### src/rtl/wdft8_pkg.sv
package wdft8_pkg;

  // Points per transform and fraction bits kept through the scaled path.
  localparam int unsigned NPT  = 8;
  localparam int unsigned FRAC = 8;

  typedef enum logic {
    GATHER_IDLE,
    GATHER_BUSY
  } gather_e;

  // v * 181/256 in units of 2^-FRAC: 2^-1 + 2^-3 + 2^-4 + 2^-6 + 2^-8.
  function automatic logic signed [63:0] rsqrt2_scaled(input logic signed [63:0] v);
    return (v <<< 7) + (v <<< 5) + (v <<< 4) + (v <<< 2) + v;
  endfunction

endpackage

### src/rtl/wdft8_gather.sv
module wdft8_gather
  import wdft8_pkg::*;
#(
  parameter int unsigned DW = 12
) (
  input  logic                 clk,
  input  logic                 rst_n,
  input  logic                 in_valid,
  input  logic                 in_sof,
  input  logic signed [DW-1:0] in_re,
  input  logic signed [DW-1:0] in_im,
  output logic signed [DW-1:0] smp_re [NPT],
  output logic signed [DW-1:0] smp_im [NPT],
  output logic                 go
);

  localparam int unsigned PW = $clog2(NPT);
  localparam logic signed [DW-1:0] MOST_NEG = {1'b1, {(DW-1){1'b0}}};

  gather_e       st;
  logic [PW-1:0] pos;

  // Named events for the assertions
  logic take_first, take_next, last_take;
  assign take_first = in_valid && in_sof;
  assign take_next  = in_valid && !in_sof && (st == GATHER_BUSY);
  assign last_take  = take_next && (pos == PW'(NPT-1));

  always_ff @(posedge clk or negedge rst_n) begin
    if (!rst_n) begin
      st  <= GATHER_IDLE;
      pos <= '0;
      go  <= 1'b0;
    end else begin
      go <= last_take;
      if (take_first) begin
        st  <= GATHER_BUSY;
        pos <= PW'(1);
      end else if (take_next) begin
        pos <= pos + PW'(1);
        if (last_take) st <= GATHER_IDLE;
      end
    end
  end

  always_ff @(posedge clk) begin
    if (take_first) begin
      smp_re[0] <= in_re;
      smp_im[0] <= in_im;
    end else if (take_next) begin
      smp_re[pos] <= in_re;
      smp_im[pos] <= in_im;
    end
  end


  go_src_chk: assert property (@(posedge clk) disable iff (!rst_n)
    go |-> $past(in_valid && !in_sof));


  go_gap_chk: assert property (@(posedge clk) disable iff (!rst_n)
    go |=> !go);


  in_range_chk: assert property (@(posedge clk) disable iff (!rst_n)
    in_valid |-> (in_re != MOST_NEG && in_im != MOST_NEG));

endmodule

### src/rtl/wdft8_kernel.sv
module wdft8_kernel
  import wdft8_pkg::*;
#(
  parameter int unsigned DW = 12,
  localparam int unsigned OW = DW + 4
) (
  input  logic                 clk,
  input  logic                 rst_n,
  input  logic                 go,
  input  logic signed [DW-1:0] smp_re [NPT],
  input  logic signed [DW-1:0] smp_im [NPT],
  output logic signed [OW-1:0] bin_re [NPT],
  output logic signed [OW-1:0] bin_im [NPT],
  output logic                 bins_ld
);

  localparam int unsigned A1 = DW + 1;
  localparam int unsigned A2 = DW + 2;
  localparam int unsigned A3 = DW + 3;
  localparam int unsigned AW = DW + 4 + FRAC;

  function automatic logic signed [A1-1:0] pair1(input logic signed [DW-1:0] p,
                                                  input logic signed [DW-1:0] q,
                                                  input logic neg);
    return neg ? (A1'(p) - A1'(q)) : (A1'(p) + A1'(q));
  endfunction

  function automatic logic signed [A2-1:0] pair2(input logic signed [A1-1:0] p,
                                                  input logic signed [A1-1:0] q,
                                                  input logic neg);
    return neg ? (A2'(p) - A2'(q)) : (A2'(p) + A2'(q));
  endfunction

  function automatic logic signed [AW-1:0] scale_c(input logic signed [A2-1:0] v);
    return AW'(rsqrt2_scaled(64'(v)));
  endfunction

  function automatic logic signed [OW-1:0] drop_frac(input logic signed [AW-1:0] v);
    logic signed [AW-1:0] sh;
    sh = v >>> FRAC;
    return sh[OW-1:0];
  endfunction

  // Stage 1: pairs (0,4) (2,6) (1,5) (3,7); lane p takes bit-reversed base.
  logic signed [A1-1:0] a_re_d [NPT];
  logic signed [A1-1:0] a_im_d [NPT];
  logic signed [A1-1:0] a_re   [NPT];
  logic signed [A1-1:0] a_im   [NPT];

  for (genvar p = 0; p < 4; p++) begin : g_st1
    localparam int BASE = ((p & 1) << 1) | (p >> 1);
    assign a_re_d[2*p]   = pair1(smp_re[BASE], smp_re[BASE+4], 1'b0);
    assign a_im_d[2*p]   = pair1(smp_im[BASE], smp_im[BASE+4], 1'b0);
    assign a_re_d[2*p+1] = pair1(smp_re[BASE], smp_re[BASE+4], 1'b1);
    assign a_im_d[2*p+1] = pair1(smp_im[BASE], smp_im[BASE+4], 1'b1);
  end

  // Stage 2: pairs of stage-1 terms (0,2) (4,6) (5,7)
  logic signed [A2-1:0] b_re_d [6];
  logic signed [A2-1:0] b_im_d [6];
  logic signed [A2-1:0] b_re   [6];
  logic signed [A2-1:0] b_im   [6];
  logic signed [A1-1:0] p1_re, p1_im, p3_re, p3_im;

  for (genvar q = 0; q < 3; q++) begin : g_st2
    localparam int LEFT = (q == 0) ? 0 : ((q == 1) ? 4 : 5);
    assign b_re_d[2*q]   = pair2(a_re[LEFT], a_re[LEFT+2], 1'b0);
    assign b_im_d[2*q]   = pair2(a_im[LEFT], a_im[LEFT+2], 1'b0);
    assign b_re_d[2*q+1] = pair2(a_re[LEFT], a_re[LEFT+2], 1'b1);
    assign b_im_d[2*q+1] = pair2(a_im[LEFT], a_im[LEFT+2], 1'b1);
  end

  // Stage 3: constant scaling, the rest moves to fixed point
  logic signed [AW-1:0] m1_re, m1_im, m2_re, m2_im;
  logic signed [AW-1:0] h1_re, h1_im, h3_re, h3_im;
  logic signed [A2-1:0] c_re [4];
  logic signed [A2-1:0] c_im [4];

  // Stage 4: post additions
  logic signed [AW-1:0] s1_re, s1_im, s2_re, s2_im;
  logic signed [AW-1:0] t1_re, t1_im, t2_re, t2_im;
  logic signed [A3-1:0] e0_re, e0_im, e4_re, e4_im;
  logic signed [A2-1:0] d1_re, d1_im, d3_re, d3_im;

  logic v1, v2, v3, v4;

  always_ff @(posedge clk or negedge rst_n) begin
    if (!rst_n) begin
      v1      <= 1'b0;
      v2      <= 1'b0;
      v3      <= 1'b0;
      v4      <= 1'b0;
      bins_ld <= 1'b0;
    end else begin
      v1      <= go;
      v2      <= v1;
      v3      <= v2;
      v4      <= v3;
      bins_ld <= v4;
    end
  end

  always_ff @(posedge clk) begin
    if (go) begin
      for (int i = 0; i < NPT; i++) begin
        a_re[i] <= a_re_d[i];
        a_im[i] <= a_im_d[i];
      end
    end
    if (v1) begin
      for (int i = 0; i < 6; i++) begin
        b_re[i] <= b_re_d[i];
        b_im[i] <= b_im_d[i];
      end
      p1_re <= a_re[1];
      p1_im <= a_im[1];
      p3_re <= a_re[3];
      p3_im <= a_im[3];
    end
    if (v2) begin
      m1_re <= scale_c(b_re[5]);
      m1_im <= scale_c(b_im[5]);
      m2_re <= scale_c(b_re[4]);
      m2_im <= scale_c(b_im[4]);
      h1_re <= AW'(p1_re) <<< FRAC;
      h1_im <= AW'(p1_im) <<< FRAC;
      h3_re <= AW'(p3_re) <<< FRAC;
      h3_im <= AW'(p3_im) <<< FRAC;
      for (int i = 0; i < 4; i++) begin
        c_re[i] <= b_re[i];
        c_im[i] <= b_im[i];
      end
    end
    if (v3) begin
      s1_re <= h1_re + m1_re;
      s1_im <= h1_im + m1_im;
      s2_re <= h1_re - m1_re;
      s2_im <= h1_im - m1_im;
      t1_re <= h3_re + m2_re;
      t1_im <= h3_im + m2_im;
      t2_re <= h3_re - m2_re;
      t2_im <= h3_im - m2_im;
      e0_re <= A3'(c_re[0]) + A3'(c_re[2]);
      e0_im <= A3'(c_im[0]) + A3'(c_im[2]);
      e4_re <= A3'(c_re[0]) - A3'(c_re[2]);
      e4_im <= A3'(c_im[0]) - A3'(c_im[2]);
      d1_re <= c_re[1];
      d1_im <= c_im[1];
      d3_re <= c_re[3];
      d3_im <= c_im[3];
    end
    if (v4) begin
      bin_re[0] <= OW'(e0_re);
      bin_im[0] <= OW'(e0_im);
      bin_re[4] <= OW'(e4_re);
      bin_im[4] <= OW'(e4_im);
      // rotations by -j and +j are swaps with a negation
      bin_re[2] <= OW'(d1_re) + OW'(d3_im);
      bin_im[2] <= OW'(d1_im) - OW'(d3_re);
      bin_re[6] <= OW'(d1_re) - OW'(d3_im);
      bin_im[6] <= OW'(d1_im) + OW'(d3_re);
      bin_re[1] <= drop_frac(s1_re + t1_im);
      bin_im[1] <= drop_frac(s1_im - t1_re);
      bin_re[7] <= drop_frac(s1_re - t1_im);
      bin_im[7] <= drop_frac(s1_im + t1_re);
      bin_re[3] <= drop_frac(s2_re - t2_im);
      bin_im[3] <= drop_frac(s2_im + t2_re);
      bin_re[5] <= drop_frac(s2_re + t2_im);
      bin_im[5] <= drop_frac(s2_im - t2_re);
    end
  end


  kernel_lat_chk: assert property (@(posedge clk) disable iff (!rst_n)
    bins_ld |-> $past(go, 5));


  kernel_spacing_chk: assert property (@(posedge clk) disable iff (!rst_n)
    bins_ld |=> !bins_ld);

endmodule

### src/rtl/wdft8_emit.sv
module wdft8_emit
  import wdft8_pkg::*;
#(
  parameter int unsigned OW = 16
) (
  input  logic                 clk,
  input  logic                 rst_n,
  input  logic                 bins_ld,
  input  logic signed [OW-1:0] bin_re [NPT],
  input  logic signed [OW-1:0] bin_im [NPT],
  output logic                 out_valid,
  output logic                 out_sof,
  output logic signed [OW-1:0] out_re,
  output logic signed [OW-1:0] out_im
);

  localparam int unsigned IW = $clog2(NPT);

  logic [IW-1:0] idx;
  logic          run;
  logic          last_bin;
  assign last_bin = run && (idx == IW'(NPT-1));

  always_ff @(posedge clk or negedge rst_n) begin
    if (!rst_n) begin
      idx       <= '0;
      run       <= 1'b0;
      out_valid <= 1'b0;
      out_sof   <= 1'b0;
      out_re    <= '0;
      out_im    <= '0;
    end else if (bins_ld) begin
      out_re    <= bin_re[0];
      out_im    <= bin_im[0];
      out_valid <= 1'b1;
      out_sof   <= 1'b1;
      idx       <= IW'(1);
      run       <= 1'b1;
    end else if (run) begin
      out_re    <= bin_re[idx];
      out_im    <= bin_im[idx];
      out_valid <= 1'b1;
      out_sof   <= 1'b0;
      idx       <= idx + IW'(1);
      if (last_bin) run <= 1'b0;
    end else begin
      out_valid <= 1'b0;
      out_sof   <= 1'b0;
    end
  end

  // Checker state: bins presented since the last bin 0
  logic [IW:0] seen;
  always_ff @(posedge clk or negedge rst_n) begin
    if (!rst_n)                   seen <= '0;
    else if (out_valid && out_sof) seen <= (IW+1)'(1);
    else if (out_valid)            seen <= seen + (IW+1)'(1);
  end


  sof_lead_chk: assert property (@(posedge clk) disable iff (!rst_n)
    $rose(out_valid) |-> out_sof);


  run_len_chk: assert property (@(posedge clk) disable iff (!rst_n)
    (out_valid && !out_sof) |-> (seen >= (IW+1)'(1) && seen <= (IW+1)'(NPT-1)));


  run_end_chk: assert property (@(posedge clk) disable iff (!rst_n)
    $fell(out_valid) |-> (seen == (IW+1)'(NPT)));


  sof_after_end_chk: assert property (@(posedge clk) disable iff (!rst_n)
    (out_sof && $past(out_valid)) |-> ($past(seen) == (IW+1)'(NPT-1)));

endmodule

### src/rtl/wdft8_stream.sv
module wdft8_stream
  import wdft8_pkg::*;
#(
  parameter int unsigned DW = 12,
  localparam int unsigned OW = DW + 4
) (
  input  logic                 clk,
  input  logic                 rst_n,
  input  logic                 in_valid,
  input  logic                 in_sof,
  input  logic signed [DW-1:0] in_re,
  input  logic signed [DW-1:0] in_im,
  output logic                 out_valid,
  output logic                 out_sof,
  output logic signed [OW-1:0] out_re,
  output logic signed [OW-1:0] out_im
);

  logic signed [DW-1:0] smp_re [NPT];
  logic signed [DW-1:0] smp_im [NPT];
  logic signed [OW-1:0] bin_re [NPT];
  logic signed [OW-1:0] bin_im [NPT];
  logic                 go;
  logic                 bins_ld;

  wdft8_gather #(.DW(DW)) u_gather (
    .clk      (clk),
    .rst_n    (rst_n),
    .in_valid (in_valid),
    .in_sof   (in_sof),
    .in_re    (in_re),
    .in_im    (in_im),
    .smp_re   (smp_re),
    .smp_im   (smp_im),
    .go       (go)
  );

  wdft8_kernel #(.DW(DW)) u_kernel (
    .clk     (clk),
    .rst_n   (rst_n),
    .go      (go),
    .smp_re  (smp_re),
    .smp_im  (smp_im),
    .bin_re  (bin_re),
    .bin_im  (bin_im),
    .bins_ld (bins_ld)
  );

  wdft8_emit #(.OW(OW)) u_emit (
    .clk       (clk),
    .rst_n     (rst_n),
    .bins_ld   (bins_ld),
    .bin_re    (bin_re),
    .bin_im    (bin_im),
    .out_valid (out_valid),
    .out_sof   (out_sof),
    .out_re    (out_re),
    .out_im    (out_im)
  );

endmodule

### config.mk
export PLATFORM = sky130hd
export DESIGN_NAME = wdft8_stream
export DESIGN_NICKNAME = d
export VERILOG_FILES = /design/src/rtl/wdft8_pkg.sv /design/src/rtl/wdft8_gather.sv /design/src/rtl/wdft8_kernel.sv /design/src/rtl/wdft8_emit.sv /design/src/rtl/wdft8_stream.sv
export SDC_FILE = /design/constraint.sdc
export NUM_CORES = 2
export LEC_CHECK = 0
export ABC_AREA = 1
export BUFFER_PORTS_ARGS = -buffer_cell sky130_fd_sc_hd__buf_4
export CELL_PAD_IN_SITES_DETAIL_PLACEMENT = 0
export CELL_PAD_IN_SITES_GLOBAL_PLACEMENT = 2
export CORE_MARGIN = 2
export CORE_UTILIZATION = 44
export CTS_CLUSTER_DIAMETER = 80
export DETAILED_ROUTE_END_ITERATION = 16
export PLACE_DENSITY = 0.95
export SETUP_SLACK_MARGIN = 0.5
export SLEW_MARGIN = 5
export SYNTH_ARGS = -nofsm -noshare
export SYNTH_HDL_FRONTEND = slang
export SYNTH_SLANG_ARGS = --single-unit
### constraint.sdc
create_clock -name clk -period 22.3 [get_ports clk]
set_input_delay 0 -clock clk [delete_from_list [all_inputs] [get_ports clk]]
set_output_delay 0 -clock clk [all_outputs]
set_load 0.02 [all_outputs]
==> impl_results.md <==
* Most frequent cells in the layout: 2756 x nand2_1, 1996 x inv_1, 1398 x edfxtp_1
* Area grow syn2layout at 9.51%
* EDFF count, synth at 1398
* Iter 0 DRT Violations at 8029
* Startpoint Class: flip-flop
* Die area at 232000 um2
* Worst path arrival time at 5420 ps
* Crit end category: flip-flop
* Post-CTS setup buffer count at 0
* DRC viols at 0
* Worst R2R Path Depth at 19
* Setup slack after layout at 17450 ps
* Largest net degree at the start of global routing at 190
* Post-synth top flop: edfxtp_1
* Post-Synthesis Cell Area at 100000 um2
* Number of buffers created by CTS at 164
* Total gr overflow at 0
* Synth async-reset ratio at 0.0332
* Largest stage delay on the critical path at 570 ps
* Post-route minimum period at 4850 ps
* Setup violators final at 0
* Share of layout cells above drive strength 1 at 0.0320
* Placed insts at 14700
* Initial antenna violation count at 29
* CTS tree: yes
* Row Count at 175
* Post-DP HPWL at 261000 um
* H-tree level count at 4
* Status: finished clean
* Commonest non-fill, non-tap cell in the layout: nand2_1
* Relative slew slack at 0.208
* Worst-path clk slew at 60 ps
* Worst path depth at 19
* ANT nets after route at 0
* Boundary Pins at 62
* Fmax at 0.206 GHz
* Starting density of the core at 0.442
* Gpl congestion at 0.972
* Hold Path Class: in2reg
* Drt total wl at 320000 um
* Max Clock Skew at 47.9 ps
* Reg-to-reg endpoint: u_kernel.m2_re[19]$_DFFE_PP_
* Syn Inst Count at 11800
* Synth warn at 0
* Buffer and inverter count on the worst path at 2
* Synth Net Count at 12900
* VDD IR max at 74.5 uV
* CTS root buffer: clkbuf_16
* Fin nets at 13000
* Yosys reg bits at 1446
* Total of max-cap violations at 0
* Drt via density at 5.32
* CP Data Required Time at 22880 ps
* RSZ-0062 raised after global routing: no
* Final Hold Vio Count at 0
* Port-buffer cells at 61
* Distinct cell type count after synthesis at 45
* Vias in the first global route at 76400
* Max clock buf depth at 3
* Placement Setup Slack at 17480 ps
* Critical path startpoint: u_kernel.b_re[4][0]$_DFFE_PP_
* Die X at 481 um
* Clock Latency Late Sink at 850 ps
* Mean Syn Cell Area at 8.48 um2
* Sink Count at 1446
* Reg-to-Reg Start: u_kernel.b_re[4][0]$_DFFE_PP_
* Final instance area at 110000 um2
* Drt pass-1 iters at 6
* First-pass GRT wire length at 479000 um
* Setup tns final at 0 ps
* Crit path max-delay family: adder cells
* Total track usage at 0.273
* Crit-path slowest cell: edfxtp_1
* Worst slew pin tran at 1180 ps
* Cell mode on critical path: nand2_1
* Seq/Total Area, Yosys at 0.430
* Fin. max-slew vios at 0
* DIE HEIGHT at 481 um
* Core area at 227000 um2
* Total number of vias at 80300
* WS Path Type: reg2reg
* Fin cells at 15100
* R2r setup slk at 17450 ps
* Pwr dens at 59.6 nW/um2
* Critical path peak fanout at 8
* Crit-path cells: inv_1 -> fa_1 -> fa_1 -> o21ai_0 -> nand2_1 -> nand2_1 -> nand2_1 -> nand2_1 -> xor2_1 -> fa_1 -> inv_1 -> ha_1 -> a21oi_1 -> a21boi_0 -> nor2_1 -> nor2_1 -> nand2_1 -> nand2_1 -> nand2_1
* Fin crit share at 0.217
* DP Area at 104000 um2
* Worst setup path end: u_kernel.m2_re[19]$_DFFE_PP_
* Pleak at 50.2 nW
* Wire length per cell at 21.2 um
## logic make-up after synthesis
group | Yosys count | share of synthesized area
and+or+nand+nor | 4933 | 0.203
buffers and inverters | 2240 | 0.0868
AOI/OAI and AO/OA | 1551 | 0.0849
DFF | 1446 | 0.430
adders and majority gates | 1074 | 0.144
xor gates and xnor gates | 581 | 0.0507
## cells in the mapped netlist (4+ instances only)
master | n | share of area
nand2_1 | 2756 | 0.10
a31oi_1 | 79 | 0.0049
o21a_1 | 6 | 0.00045
buf_6 | 5 | 0.00056
and2_1 | 8 | 0.00050
edfxtp_1 | 1398 | 0.42
fa_1 | 136 | 0.027
buf_2 | 150 | 0.0075
o22ai_1 | 17 | 0.0011
xnor2_1 | 85 | 0.0074
nand4_1 | 180 | 0.011
dfrtp_1 | 48 | 0.012
o21ai_1 | 30 | 0.0015
inv_2 | 8 | 0.00030
o211ai_1 | 41 | 0.0031
o21bai_1 | 126 | 0.0094
nor3_2 | 6 | 0.00060
o21ai_2 | 10 | 0.00087
clkbuf_2 | 20 | 0.0010
a21oi_1 | 699 | 0.035
a21o_1 | 18 | 0.0013
nand3_1 | 770 | 0.038
nor3_1 | 159 | 0.0079
o21ai_0 | 481 | 0.024
nand3b_1 | 32 | 0.0024
inv_1 | 1996 | 0.075
nor2_1 | 1007 | 0.038
buf_4 | 13 | 0.00097
clkbuf_1 | 27 | 0.0010
ha_1 | 938 | 0.12
a21boi_0 | 4 | 0.00030
o221ai_1 | 9 | 0.00079
a22oi_1 | 28 | 0.0021
clkinv_1 | 18 | 0.00067
nor4_1 | 9 | 0.00056
xor2_1 | 496 | 0.043
## worst min-delay path by stage
| stage | startpoint | end | cells past startpoint |
|---|---|---|---|
| finish | in_im[4] | u_gather.smp_im[76]$_DFFE_PP_ | 2 |
| global route | in_im[4] | u_gather.smp_im[40]$_DFFE_PP_ | 2 |
| CTS | in_im[2] | u_gather.smp_im[74]$_DFFE_PP_ | 2 |
| detailed placement | rst_n | u_emit.out_valid$_DFF_PN0_ | 1 |
| global placement | rst_n | u_emit.out_valid$_DFF_PN0_ | 1 |
| floorplan | rst_n | u_emit.idx[0]$_DFFE_PN0P_ | 0 |
## flip-flops by register name, summed over array words and instances, names as in the netlist, 80 cells and up
signal           count
u_kernel.b_re       80
u_kernel.bin_im    122
u_kernel.bin_re    122
u_kernel.a_re      100
u_gather.smp_im     96
u_kernel.a_im      100
u_gather.smp_re     96
u_kernel.b_im       80
## final cells by class
cell class,count,area [um2]
Antenna cell,4,10.0
Clock buffer,191,4270
Clock inverter,109,1180
Fill cell,21700,117000
Inverter,2023,7600
Multi-Input combinational cell,8139,48500
Sequential cell,1446,43200
Tap cell,3009,3760
Timing Repair Buffer,157,1390
## layer usage
metal	track usage	share of wire
met1	0.414	0.48
met3	0.0290	0.059
met2	0.415	0.43
met4	0.0687	0.025
met5	0	0.00013
## through the flow
| step | utilization | total power, mW | hold slack, ps |
|---|---|---|---|
| after CTS | 0.484 | 6.59 | 1.23 |
| final | 0.484 | 6.54 | 53.3 |
| after floorplan | - | 3.60 | -296 |
| after detailed placement | 0.457 | 3.87 | 155 |
| after global routing | 0.484 | 6.77 | 35.9 |
| after global placement | 0.457 | 3.86 | 146 |
## report_power, final
part | switching (mW) | internal [mW] | leakage (nW) | total [mW]
Sequential | 0.0594 | 3.02 | 13.2 | 3.08
Clock | 1.16 | 1.56 | 2.64 | 2.72
Combinational | 0.514 | 0.234 | 34.4 | 0.748
Total | 1.73 | 4.81 | 50.2 | 6.54
## repair_timing
action	CTS	global route
endpoints found under the hold margin	331	0
hold buffers	71	0
endpoints found under the setup margin	0	0
gates resized for setup	0	0
(Power assumes the default switching activity.)
